`config.mk`:
```
export PLATFORM = sky130hd
export DESIGN_NAME = serial_port_unit
export DESIGN_NICKNAME = d
export VERILOG_FILES = /design/src/rtl/serial_port_pkg.sv /design/src/rtl/serial_port_ctrl.sv /design/src/rtl/serial_port_dp.sv /design/src/rtl/serial_port_unit.sv
export SDC_FILE = /design/constraint.sdc
export NUM_CORES = 1
export LEC_CHECK = 0
export ABC_AREA = 1
export BUFFER_PORTS_ARGS = -buffer_cell sky130_fd_sc_hd__buf_2
export CORE_MARGIN = 2
export CORE_UTILIZATION = 56
export CTS_CLUSTER_DIAMETER = 120
export DETAILED_ROUTE_END_ITERATION = 16
export PLACE_DENSITY = 0.85
export SLEW_MARGIN = 20
export SYNTH_ARGS = -nofsm -noshare
export SYNTH_HDL_FRONTEND = slang
export SYNTH_SLANG_ARGS = --single-unit
export TNS_END_PERCENT = 5
```
`constraint.sdc`:
```
create_clock -name clk -period 2.54 [get_ports clk]
set_clock_uncertainty 0.2 [all_clocks]
set_input_delay 0.254 -clock clk [delete_from_list [all_inputs] [get_ports clk]]
set_output_delay 0.254 -clock clk [all_outputs]
set_load 0.005 [all_outputs]
```
`src/rtl/serial_port_pkg.sv`:
```
package serial_port_pkg;
  localparam int unsigned ADDR_W = 6;

  localparam logic [ADDR_W-1:0] OFS_DATA = 6'h00;
  localparam logic [ADDR_W-1:0] OFS_IER  = 6'h04;
  localparam logic [ADDR_W-1:0] OFS_IIR  = 6'h08;
  localparam logic [ADDR_W-1:0] OFS_LCR  = 6'h0C;
  localparam logic [ADDR_W-1:0] OFS_LSR  = 6'h14;
  localparam logic [ADDR_W-1:0] OFS_TER  = 6'h30;

  localparam logic [2:0] CODE_NONE = 3'd0;
  localparam logic [2:0] CODE_THRE = 3'd1;
  localparam logic [2:0] CODE_RDA  = 3'd2;

  // control -> datapath strobes
  typedef struct packed {
    logic wrThr;
    logic wrDivLo;
    logic wrDivHi;
    logic rdRbr;
    logic rdLsr;
    logic clrThrPend;
  } dpStrobes_t;

  // datapath -> control status
  typedef struct packed {
    logic        rxReady;
    logic        overrun;
    logic        thrEmpty;
    logic        txIdle;
    logic        thrPend;
    logic [7:0]  rxByte;
    logic [15:0] divisor;
  } dpStatus_t;

  typedef enum logic [2:0] {
    SH_IDLE, SH_START, SH_DATA, SH_PARITY, SH_STOP
  } shState_t;
endpackage

```
`src/rtl/serial_port_ctrl.sv`:
```
module serial_port_ctrl
  import serial_port_pkg::*;
(
  input  logic              clk,
  input  logic              rstN,
  input  logic              busSel,
  input  logic              busWr,
  input  logic [ADDR_W-1:0] busAddr,
  input  logic [7:0]        busWdata,
  output logic [7:0]        busRdata,
  output logic              irq,
  input  dpStatus_t         st,
  output dpStrobes_t        stb,
  output logic              parityEn,
  output logic              parityEven,
  output logic              txEnable
);
  logic [7:0] lcrQ;
  logic [1:0] ierQ;
  logic       terQ;
  logic       dlab, isWr, isRd, rxInt, thrInt;
  logic [2:0] intCode;

  assign dlab   = lcrQ[7];
  assign isWr   = busSel &  busWr;
  assign isRd   = busSel & ~busWr;
  assign rxInt  = ierQ[0] & st.rxReady;
  assign thrInt = ierQ[1] & st.thrPend;
  assign irq    = rxInt | thrInt;

  // receive source outranks transmit source
  always_comb begin
    if (rxInt)       intCode = CODE_RDA;
    else if (thrInt) intCode = CODE_THRE;
    else             intCode = CODE_NONE;
  end

  always_comb begin
    stb            = '0;
    stb.wrThr      = isWr && busAddr == OFS_DATA && !dlab;
    stb.wrDivLo    = isWr && busAddr == OFS_DATA &&  dlab;
    stb.wrDivHi    = isWr && busAddr == OFS_IER  &&  dlab;
    stb.rdRbr      = isRd && busAddr == OFS_DATA && !dlab;
    stb.rdLsr      = isRd && busAddr == OFS_LSR;
    stb.clrThrPend = isRd && busAddr == OFS_IIR && intCode == CODE_THRE;
  end

  always_ff @(posedge clk) begin
    if (!rstN) begin
      lcrQ <= 8'h03;
      ierQ <= 2'b00;
      terQ <= 1'b1;
    end else if (isWr) begin
      if (busAddr == OFS_LCR) lcrQ <= busWdata;
      if (busAddr == OFS_IER && !dlab) ierQ <= busWdata[1:0];
      if (busAddr == OFS_TER) terQ <= busWdata[7];
    end
  end

  always_comb begin
    busRdata = 8'h00;
    if (isRd) begin
      unique case (busAddr)
        OFS_DATA: busRdata = dlab ? st.divisor[7:0]  : st.rxByte;
        OFS_IER:  busRdata = dlab ? st.divisor[15:8] : {6'b0, ierQ};
        OFS_IIR:  busRdata = {4'b0000, intCode, ~irq};
        OFS_LCR:  busRdata = lcrQ;
        OFS_LSR:  busRdata = {1'b0, st.txIdle, st.thrEmpty, 3'b000,
                              st.overrun, st.rxReady};
        OFS_TER:  busRdata = {terQ, 7'b0};
        default:  busRdata = 8'h00;
      endcase
    end
  end

  assign parityEn   = lcrQ[3];
  assign parityEven = lcrQ[4];
  assign txEnable   = terQ;

  // a divisor-high write leaves the enable register alone
  p_div_alias_r2: assert property (@(posedge clk) disable iff (!rstN)
    (isWr && busAddr == OFS_IER && dlab) |=> $stable(ierQ));

  // acknowledging the transmit-empty source drops it in the datapath
  p_iir_ack_r10: assert property (@(posedge clk) disable iff (!rstN)
    stb.clrThrPend |=> !st.thrPend);
endmodule

```
`src/rtl/serial_port_dp.sv`:
```
module serial_port_dp
  import serial_port_pkg::*;
#(
  parameter int unsigned DIV_W     = 16,
  parameter int unsigned DIV_RESET = 1
) (
  input  logic       clk,
  input  logic       rstN,
  input  dpStrobes_t stb,
  input  logic [7:0] wdata,
  input  logic       parityEn,
  input  logic       parityEven,
  input  logic       txEnable,
  input  logic       rxd,
  output logic       txd,
  output dpStatus_t  st
);
  localparam int unsigned PH_W   = 4;
  localparam logic [PH_W-1:0] PH_LAST = 4'd15;
  localparam logic [PH_W-1:0] PH_MID  = 4'd7;

  // ---------------- baud tick (16x) ----------------
  logic [DIV_W-1:0] divQ, baudCnt;
  logic             tick;

  always_ff @(posedge clk) begin
    if (!rstN) begin
      divQ <= DIV_W'(DIV_RESET);
    end else begin
      if (stb.wrDivLo) divQ[7:0]       <= wdata;
      if (stb.wrDivHi) divQ[DIV_W-1:8] <= wdata[DIV_W-9:0];
    end
  end

  always_ff @(posedge clk) begin
    if (!rstN || divQ == '0) begin
      baudCnt <= '0;
      tick    <= 1'b0;
    end else if (baudCnt == '0) begin
      baudCnt <= divQ - DIV_W'(1);
      tick    <= 1'b1;
    end else begin
      baudCnt <= baudCnt - DIV_W'(1);
      tick    <= 1'b0;
    end
  end

  // ---------------- transmitter ----------------
  logic [7:0]      thrQ, txShift;
  logic            thrFull, thrPendQ, txdQ, txParity;
  shState_t        txState;
  logic [PH_W-1:0] txPh;
  logic [2:0]      txBit;
  logic            txLoad, txBitEnd;

  assign txLoad   = thrFull && txEnable && txState == SH_IDLE;
  assign txBitEnd = tick && txPh == PH_LAST;

  always_ff @(posedge clk) begin
    if (!rstN) begin
      thrQ     <= '0;
      thrFull  <= 1'b0;
      thrPendQ <= 1'b0;
    end else begin
      if (stb.wrThr) begin
        thrQ    <= wdata;
        thrFull <= 1'b1;
      end else if (txLoad) begin
        thrFull <= 1'b0;
      end
      if (stb.wrThr || stb.clrThrPend) thrPendQ <= 1'b0;
      else if (txLoad)                 thrPendQ <= 1'b1;
    end
  end

  always_ff @(posedge clk) begin
    if (!rstN) begin
      txState  <= SH_IDLE;
      txdQ     <= 1'b1;
      txPh     <= '0;
      txBit    <= '0;
      txShift  <= '0;
      txParity <= 1'b0;
    end else begin
      if (tick && txState != SH_IDLE) txPh <= txPh + 4'd1;
      unique case (txState)
        SH_IDLE: begin
          txdQ <= 1'b1;
          if (txLoad) begin
            txShift  <= thrQ;
            txParity <= parityEven ? ^thrQ : ~^thrQ;
            txdQ     <= 1'b0;
            txPh     <= '0;
            txState  <= SH_START;
          end
        end
        SH_START: if (txBitEnd) begin
          txBit   <= '0;
          txdQ    <= txShift[0];
          txState <= SH_DATA;
        end
        SH_DATA: if (txBitEnd) begin
          if (txBit == 3'd7) begin
            txdQ    <= parityEn ? txParity : 1'b1;
            txState <= parityEn ? SH_PARITY : SH_STOP;
          end else begin
            txBit   <= txBit + 3'd1;
            txShift <= txShift >> 1;
            txdQ    <= txShift[1];
          end
        end
        SH_PARITY: if (txBitEnd) begin
          txdQ    <= 1'b1;
          txState <= SH_STOP;
        end
        SH_STOP: if (txBitEnd) txState <= SH_IDLE;
        default: txState <= SH_IDLE;
      endcase
    end
  end

  assign txd = txdQ;

  // ---------------- receiver ----------------
  logic [1:0]      rxSync;
  logic            rxS;
  shState_t        rxState;
  logic [PH_W-1:0] rxPh;
  logic [2:0]      rxBit;
  logic [7:0]      rxShift, rxBufQ;
  logic            rxReadyQ, ovrQ, rxDone, rxBitEnd;

  assign rxS      = rxSync[1];
  assign rxBitEnd = tick && rxPh == PH_LAST;
  assign rxDone   = rxState == SH_STOP && rxBitEnd;

  always_ff @(posedge clk) begin
    if (!rstN) begin
      rxSync  <= 2'b11;
      rxState <= SH_IDLE;
      rxPh    <= '0;
      rxBit   <= '0;
      rxShift <= '0;
    end else begin
      rxSync <= {rxSync[0], rxd};
      if (tick && rxState != SH_IDLE) rxPh <= rxPh + 4'd1;
      unique case (rxState)
        SH_IDLE: if (!rxS) begin
          rxPh    <= '0;
          rxState <= SH_START;
        end
        SH_START: if (tick && rxPh == PH_MID) begin
          rxPh    <= '0;
          rxBit   <= '0;
          rxState <= rxS ? SH_IDLE : SH_DATA;
        end
        SH_DATA: if (rxBitEnd) begin
          rxShift <= {rxS, rxShift[7:1]};
          rxBit   <= rxBit + 3'd1;
          if (rxBit == 3'd7) rxState <= parityEn ? SH_PARITY : SH_STOP;
        end
        SH_PARITY: if (rxBitEnd) rxState <= SH_STOP;
        SH_STOP:   if (rxBitEnd) rxState <= SH_IDLE;
        default:   rxState <= SH_IDLE;
      endcase
    end
  end

  always_ff @(posedge clk) begin
    if (!rstN) begin
      rxBufQ   <= '0;
      rxReadyQ <= 1'b0;
      ovrQ     <= 1'b0;
    end else begin
      if (rxDone) begin
        rxBufQ   <= rxShift;
        rxReadyQ <= 1'b1;
      end else if (stb.rdRbr) begin
        rxReadyQ <= 1'b0;
      end
      if (rxDone && rxReadyQ && !stb.rdRbr) ovrQ <= 1'b1;
      else if (stb.rdLsr)                   ovrQ <= 1'b0;
    end
  end

  always_comb begin
    st          = '0;
    st.rxReady  = rxReadyQ;
    st.overrun  = ovrQ;
    st.thrEmpty = !thrFull;
    st.txIdle   = !thrFull && txState == SH_IDLE;
    st.thrPend  = thrPendQ;
    st.rxByte   = rxBufQ;
    st.divisor  = divQ;
  end

  // the line rests high whenever no frame is being shifted
  p_txd_idle_r3: assert property (@(posedge clk) disable iff (!rstN)
    (txState == SH_IDLE) |-> txd);

  // a disabled transmitter never leaves idle
  p_ter_hold_r6: assert property (@(posedge clk) disable iff (!rstN)
    (!txEnable && txState == SH_IDLE) |=> (txState == SH_IDLE));

  // reading the buffer drops the ready flag unless a byte lands
  p_rbr_clear_r7: assert property (@(posedge clk) disable iff (!rstN)
    (stb.rdRbr && !rxDone) |=> !rxReadyQ);

  // overrun only appears on top of an unread byte
  p_ovr_set_r8: assert property (@(posedge clk) disable iff (!rstN)
    $rose(ovrQ) |-> (rxReadyQ && $past(rxReadyQ)));
endmodule

```
`src/rtl/serial_port_unit.sv`:
```
module serial_port_unit
  import serial_port_pkg::*;
#(
  parameter int unsigned DIV_W     = 16,
  parameter int unsigned DIV_RESET = 1
) (
  input  logic              clk,
  input  logic              rstN,
  input  logic              busSel,
  input  logic              busWr,
  input  logic [ADDR_W-1:0] busAddr,
  input  logic [7:0]        busWdata,
  output logic [7:0]        busRdata,
  output logic              irq,
  input  logic              rxd,
  output logic              txd
);
  dpStrobes_t stb;
  dpStatus_t  st;
  logic       parityEn, parityEven, txEnable;

  serial_port_ctrl u_ctrl (
    .clk        (clk),
    .rstN       (rstN),
    .busSel     (busSel),
    .busWr      (busWr),
    .busAddr    (busAddr),
    .busWdata   (busWdata),
    .busRdata   (busRdata),
    .irq        (irq),
    .st         (st),
    .stb        (stb),
    .parityEn   (parityEn),
    .parityEven (parityEven),
    .txEnable   (txEnable)
  );

  serial_port_dp #(
    .DIV_W     (DIV_W),
    .DIV_RESET (DIV_RESET)
  ) u_dp (
    .clk        (clk),
    .rstN       (rstN),
    .stb        (stb),
    .wdata      (busWdata),
    .parityEn   (parityEn),
    .parityEven (parityEven),
    .txEnable   (txEnable),
    .rxd        (rxd),
    .txd        (txd),
    .st         (st)
  );
endmodule

```
Word level (Yosys, flattened, before mapping)
Cells that the tools add are included.

Bits in registers: 104. Bits in latches: 0. Memory bits (writable): 0. Bits in read-only memories: 0. Input port bits: 19. Logic and storage cells: 181. Memories kept: 0.

Add/subtract/negate cells: 6. $mul: 0. Divide/modulo/power cells: 0. Order comparisons: 0. Equality and inequality tests: 32. Shift operators: 0. Muxes and demuxes: 55. Bitwise gates (word level): 8. Reductions and logical operators: 56.

Operator list (number): 2-to-1 mux 3 bit (18); 2-to-1 mux 8 bit (6); case mux 8 bit (6 select lines) (1); zero test 16 bit (2); subtractor 16 x 1 -> 16 bit (second input constant) (2); case mux 3 bit (5 select lines) (2); 2-to-1 mux 4 bit (6); logical AND 1 bit (22); != test 2 x 1 -> 1 bit (second input constant) (11); 2-to-1 mux 16 bit (1); case mux 8 bit (2 select lines) (1); 2-to-1 mux 1 bit (15); == test 3 x 2 -> 1 bit (second input constant) (4); == test 3 bit (second input constant) (4); == test 6 x 4 -> 1 bit (second input constant) (2); case mux 3 bit (2 select lines) (2); AND reduction 4 bit (3); AND reduction 6 bit (2); nonzero test 2 bit (6); AND reduction 2 bit (5); == test 3 x 1 -> 1 bit (second input constant) (3); adder 4 x 1 -> 4 bit (second input constant) (2); == test 4 bit (second input constant) (2); case mux 4 bit (2 select lines) (1); 21 further kinds (34).

Logic depth before layout (Yosys ltp)
Depth after elaboration: 7. Depth in mapped cells: 13.

Modules after synthesis
Synthesis repeated with hierarchy kept, for this count alone.

Cell total of the unflattened synthesis: 803. Area total of the unflattened synthesis: 5516.5 sq um.

By module, submodules not included: serial_port_dp (instances 1, cells an instance 610, area each 4460.5 sq um); serial_port_ctrl (instances 1, cells an instance 193, area each 1056.0 sq um).

Worst setup path before layout
No wires, ideal clock.

Path type: reg2reg. Start: reg u_dp.baudCnt[0]. End: reg u_dp.baudCnt[12]. Library setup time: 0.132 ns. Arrival: 1.645 ns. Data required time: 2.208 ns. Slack: 0.563 ns. Stages on the path, launching flop included: 13. Path buffers: 0. Clock period less this slack: 1.977 ns. Path through: dfxtp_1 -> nor2_2 -> nand2_2 -> nor2_4 -> nand2_4 -> nor2_2 -> nor2_2 -> ha_1 -> nand3_2 -> nor2_1 -> nand3_1 -> nand2_1 -> a21oi_1.

Cells in the longest elaborated chain, start to end: 2. Elaborated cells on any way between the ends: 3. Classes of those cells: add/sub: 1; mux: 1; reduce/logical: 1.

Ends and longest elaborated chain: start: declaration (line serial_port_dp.sv:23) `logic [DIV_W-1:0] divQ, baudCnt;`; start signal: assignment (line serial_port_dp.sv:40) `baudCnt <= divQ - DIV_W'(1);`; start signal: assignment (line serial_port_dp.sv:43) `baudCnt <= baudCnt - DIV_W'(1);`; subtractor 16 x 1 -> 16 bit or zero test 16 bit (tied branches) (line serial_port_dp.sv:43, serial_port_dp.sv:39); 2-to-1 mux 16 bit (*) (line serial_port_dp.sv:39) `end else if (baudCnt == '0) begin`.

Every way passes the cells marked *; elsewhere a longest branch is shown, timed or not. A chain may end at the register's enable or synchronous reset.

Final worst setup path
Start: reg u_ctrl.lcrQ[7]. End: out busRdata[1].

Cells in the longest elaborated chain, start to end: 3. Elaborated cells on any way between the ends: 4. Classes of those cells: mux: 4.

Ends and longest elaborated chain: start: declaration (line serial_port_ctrl.sv:18) `logic [7:0] lcrQ;`; start signal: assignment (line serial_port_ctrl.sv:54) `if (busAddr == OFS_LCR) lcrQ <= busWdata;`; 2-to-1 mux 8 bit, on equally long branches (line serial_port_ctrl.sv:65, serial_port_ctrl.sv:64); case mux 8 bit (6 select lines) (*) (line serial_port_ctrl.sv:63) `unique case (busAddr)`; 2-to-1 mux 8 bit (*) (line serial_port_ctrl.sv:62) `if (isRd) begin`; end: declaration (line serial_port_unit.sv:13) `output logic [7:0] busRdata,`.

Marks and branches as above.

==> impl_metrics.ini <==
[clock_tree]
cts_setup_buffers = 0
cts_tree = built
clkSinkCount = 104
path_clk_slew_ns = 0.10
numCtsBuffers = 9
insertion_delay_ns = 0.38
htree_levels = 3
cts-root-buf = clkbuf_8
cts_buffer_depth = 2

[synthesis]
async_flop_share = 0
synth_top_cells_by_area = dfxtp_1 (40%), nand2_1 (8.5%), nor2_1 (7.5%)
yosysWarnings = 0
synth_edf_count = 0
synth_fp_nets = 764
ys.flop_type = dfxtp_1
syn_area_mm2 = 0.005254
yosysTopAreaCell = dfxtp_1
synthCells = 738
ys_seq_elements = 104
synth_cell_types = 42
synth_top_area_frac = 0.3963
syn_avg_cell_area_um2 = 7.119
ys_seq_area_frac = 0.3963

[placement]
io_buffers = 28
gp_congestion = 0.8965
pre_cts_slack_ns = 0.2288
dp_hpwl_um = 9455

[worst_setup_path]
end_kind = primary output
crit_path_start_kind = flip-flop
rrSetupSlack_ns = 0.31
cp.arrival_ns = 1.96
crit_required_ns = 2.09
critPathKind = flip-flop to primary output
crit_fanout = 12

[power_and_ir_drop]
p_per_area_mw_per_mm2 = 931.8
power_uw = 5361
leakagePower_uw = 0.002451
ir_drop_v = 0.0004331

[sta]
finalCriticalPeriod_ns = 2.411
tightestPinTransition_ns = 0.6092
report.final.slew_viol_count = 0
max_freq_mhz = 414.8
setup_viol = 0
hold_viol = 0
finalCritPeriodShare = 0.9492
maxSlewHeadroom = 0.5925
setup_slack_ns = 0.1291

[run]
drv.max_cap_violation_count = 0

[floorplan]
ioPinCount = 29
die_h_um = 100.9
rows = 35
initial_core_util = 0.5740
dieArea_mm2 = 0.01017
core_mm2 = 0.009153
dieWidth_um = 100.9

[detailed_routing]
num_vias = 5049
dr.pass1.iters = 7
routed_wl_um = 13020
drc = 0
drt_iter0_markers = 355
antenna_left = 0
avgViaCountPerCell = 5.705
wl_per_cell_um = 14.71

[global_routing]
track_usage = 0.2679
antenna_found_initial = 0
grt_first_pass_wirelength_um = 21840
grt_max_degree = 41
grt_pass1_vias = 4782
grt_remaining_overflow = 0

[final_layout]
post_route_cells_drive_above_1_share = 0.1305
n_antenna_cell = 0
finalNetCount = 796
fillers = 809
area.growth.synth_to_final_pct = 9.502

[outcome]
outcome = completed

[hold_path]
hp-class = input pin to flip-flop
power breakdown:
part	switching, uW	internal, uW
logic	1560	752
registers	139	1840
clock network	609	468
total	2300	3060
routing by layer:
metal | global-route usage | routed length [um] | share of wire
met5 | 0 | 0 | 0
met3 | 0.04508 | 891 | 0.068
met2 | 0.4451 | 6080 | 0.47
met4 | 0.09589 | 277 | 0.021
met1 | 0.3515 | 5765 | 0.44
cells in the final DEF, fill, tap and decap left out, drive strengths merged, types with 3 or more instances in the layout:
cell,instances
a21oi,59
xor2,6
a31oi,12
nand2,127
nor3,12
clkinv,3
dfxtp,104
a22oi,3
inv,91
or2,4
o21ai,79
clkinvlp,3
o221ai,3
nand3,37
a211oi,10
a221oi,4
o211ai,7
nor2,121
xnor2,7
o21bai,3
clkbuf,9
dlygate4sd3,5
nand4,12
buf,39
ha,7
kinds of logic (layout without fill, tap and decap cells):
family	after synthesis	in the layout	share of synthesized area
and+or+nand+nor	313	313	0.2724
AOI/OAI and AO/OA	185	185	0.2015
buffers and inverters	115	151	0.08954
DFF	104	104	0.3963
xor gates and xnor gates	13	13	0.02167
adders and majority gates	7	7	0.01667
muxes	1	1	0.001905
final cells by class:
class | instances | area [um2] | share of cell area
Multi-Input combinational cell | 519 | 2704 | 0.4700
Sequential cell | 104 | 2083 | 0.3621
Inverter | 91 | 345.3 | 0.06003
Timing Repair Buffer | 44 | 272.8 | 0.04741
Tap cell | 111 | 138.9 | 0.02414
Clock buffer | 9 | 123.9 | 0.02153
Clock inverter | 6 | 77.57 | 0.01348
Timing Repair inverter | 1 | 7.507 | 0.001305
stage by stage:
| step | cells | hold WS (ns) | TNS [ns] | instance area, um2 | utilization |
|---|---|---|---|---|---|
| after floorplan | 738 | 0.1606 | 0 | 5254 | - |
| after global placement | 864 | 0.2011 | 0 | 5487 | 0.5995 |
| after detailed placement | 864 | 0.2080 | 0 | 5487 | 0.5995 |
| after CTS | 884 | 0.002033 | -0.007480 | 5738 | 0.6269 |
| after global routing | 885 | 0.01089 | -0.01567 | 5753 | 0.6286 |
| final | 885 | 0.01363 | 0 | 5753 | 0.6286 |
repair_timing:
item                                    4_1_cts  5_1_grt
hold buffers                                  5        0
endpoints found under the setup margin        1       10
gates cloned                                  0        1
gates resized for setup                       0        4
endpoints found under the hold margin         9        0
worst max-delay path, stage by stage, from the launching register on:
cell,delay (ns)
dfxtp_2,0.49
clkinvlp_4,0.27
o21ai_0,0.24
a22oi_1,0.13
a41oi_1,0.27
buf_2,0.17
registers in the layout (all words and copies together), names as in the netlist, 2 cells and up:
| signal | count |
|---|---|
| u_ctrl.ierQ | 2 |
| u_dp.divQ | 16 |
| u_dp.baudCnt | 16 |
| u_dp.txState | 3 |
| u_dp.txPh | 4 |
| u_dp.rxBufQ | 8 |
| u_dp.rxShift | 8 |
| u_dp.rxState | 3 |
| u_dp.txShift | 8 |
| u_dp.rxBit | 3 |
| u_dp.txBit | 3 |
| u_dp.rxPh | 4 |
| u_dp.thrQ | 8 |
| u_dp.rxSync | 2 |
| u_ctrl.lcrQ | 8 |
Yosys cell counts, types with 3 or more instances:
library cell and instances:
clkbuf_1 15, a31oi_1 12, nor2_4 5, nor2_2 11, inv_2 4, nand3_2 3
dfxtp_1 104, a21oi_1 59, or2_2 4, a22oi_1 3, buf_6 4, xor2_1 6
buf_2 4, inv_1 86, o221ai_1 3, o21ai_0 77, o211ai_1 7, nor3_4 4
nand2_1 119, a221oi_1 4, xnor2_1 7, nor2_1 105, a211oi_1 9, nand3_1 34
nor3_1 8, nand2_2 6, nand4_1 12, ha_1 7
path summary, 6_finish.rpt:
kind	from	cells past startpoint	end
hold / removal	busWdata[3]	3	u_ctrl.lcrQ[3]
hold reg to reg	u_dp.rxSync[0]	1	u_dp.rxSync[1]
setup / recovery	u_ctrl.lcrQ[7]	5	busRdata[1]
setup reg to reg	u_dp.baudCnt[0]	12	u_dp.baudCnt[10]
(Power assumes the default switching activity.)
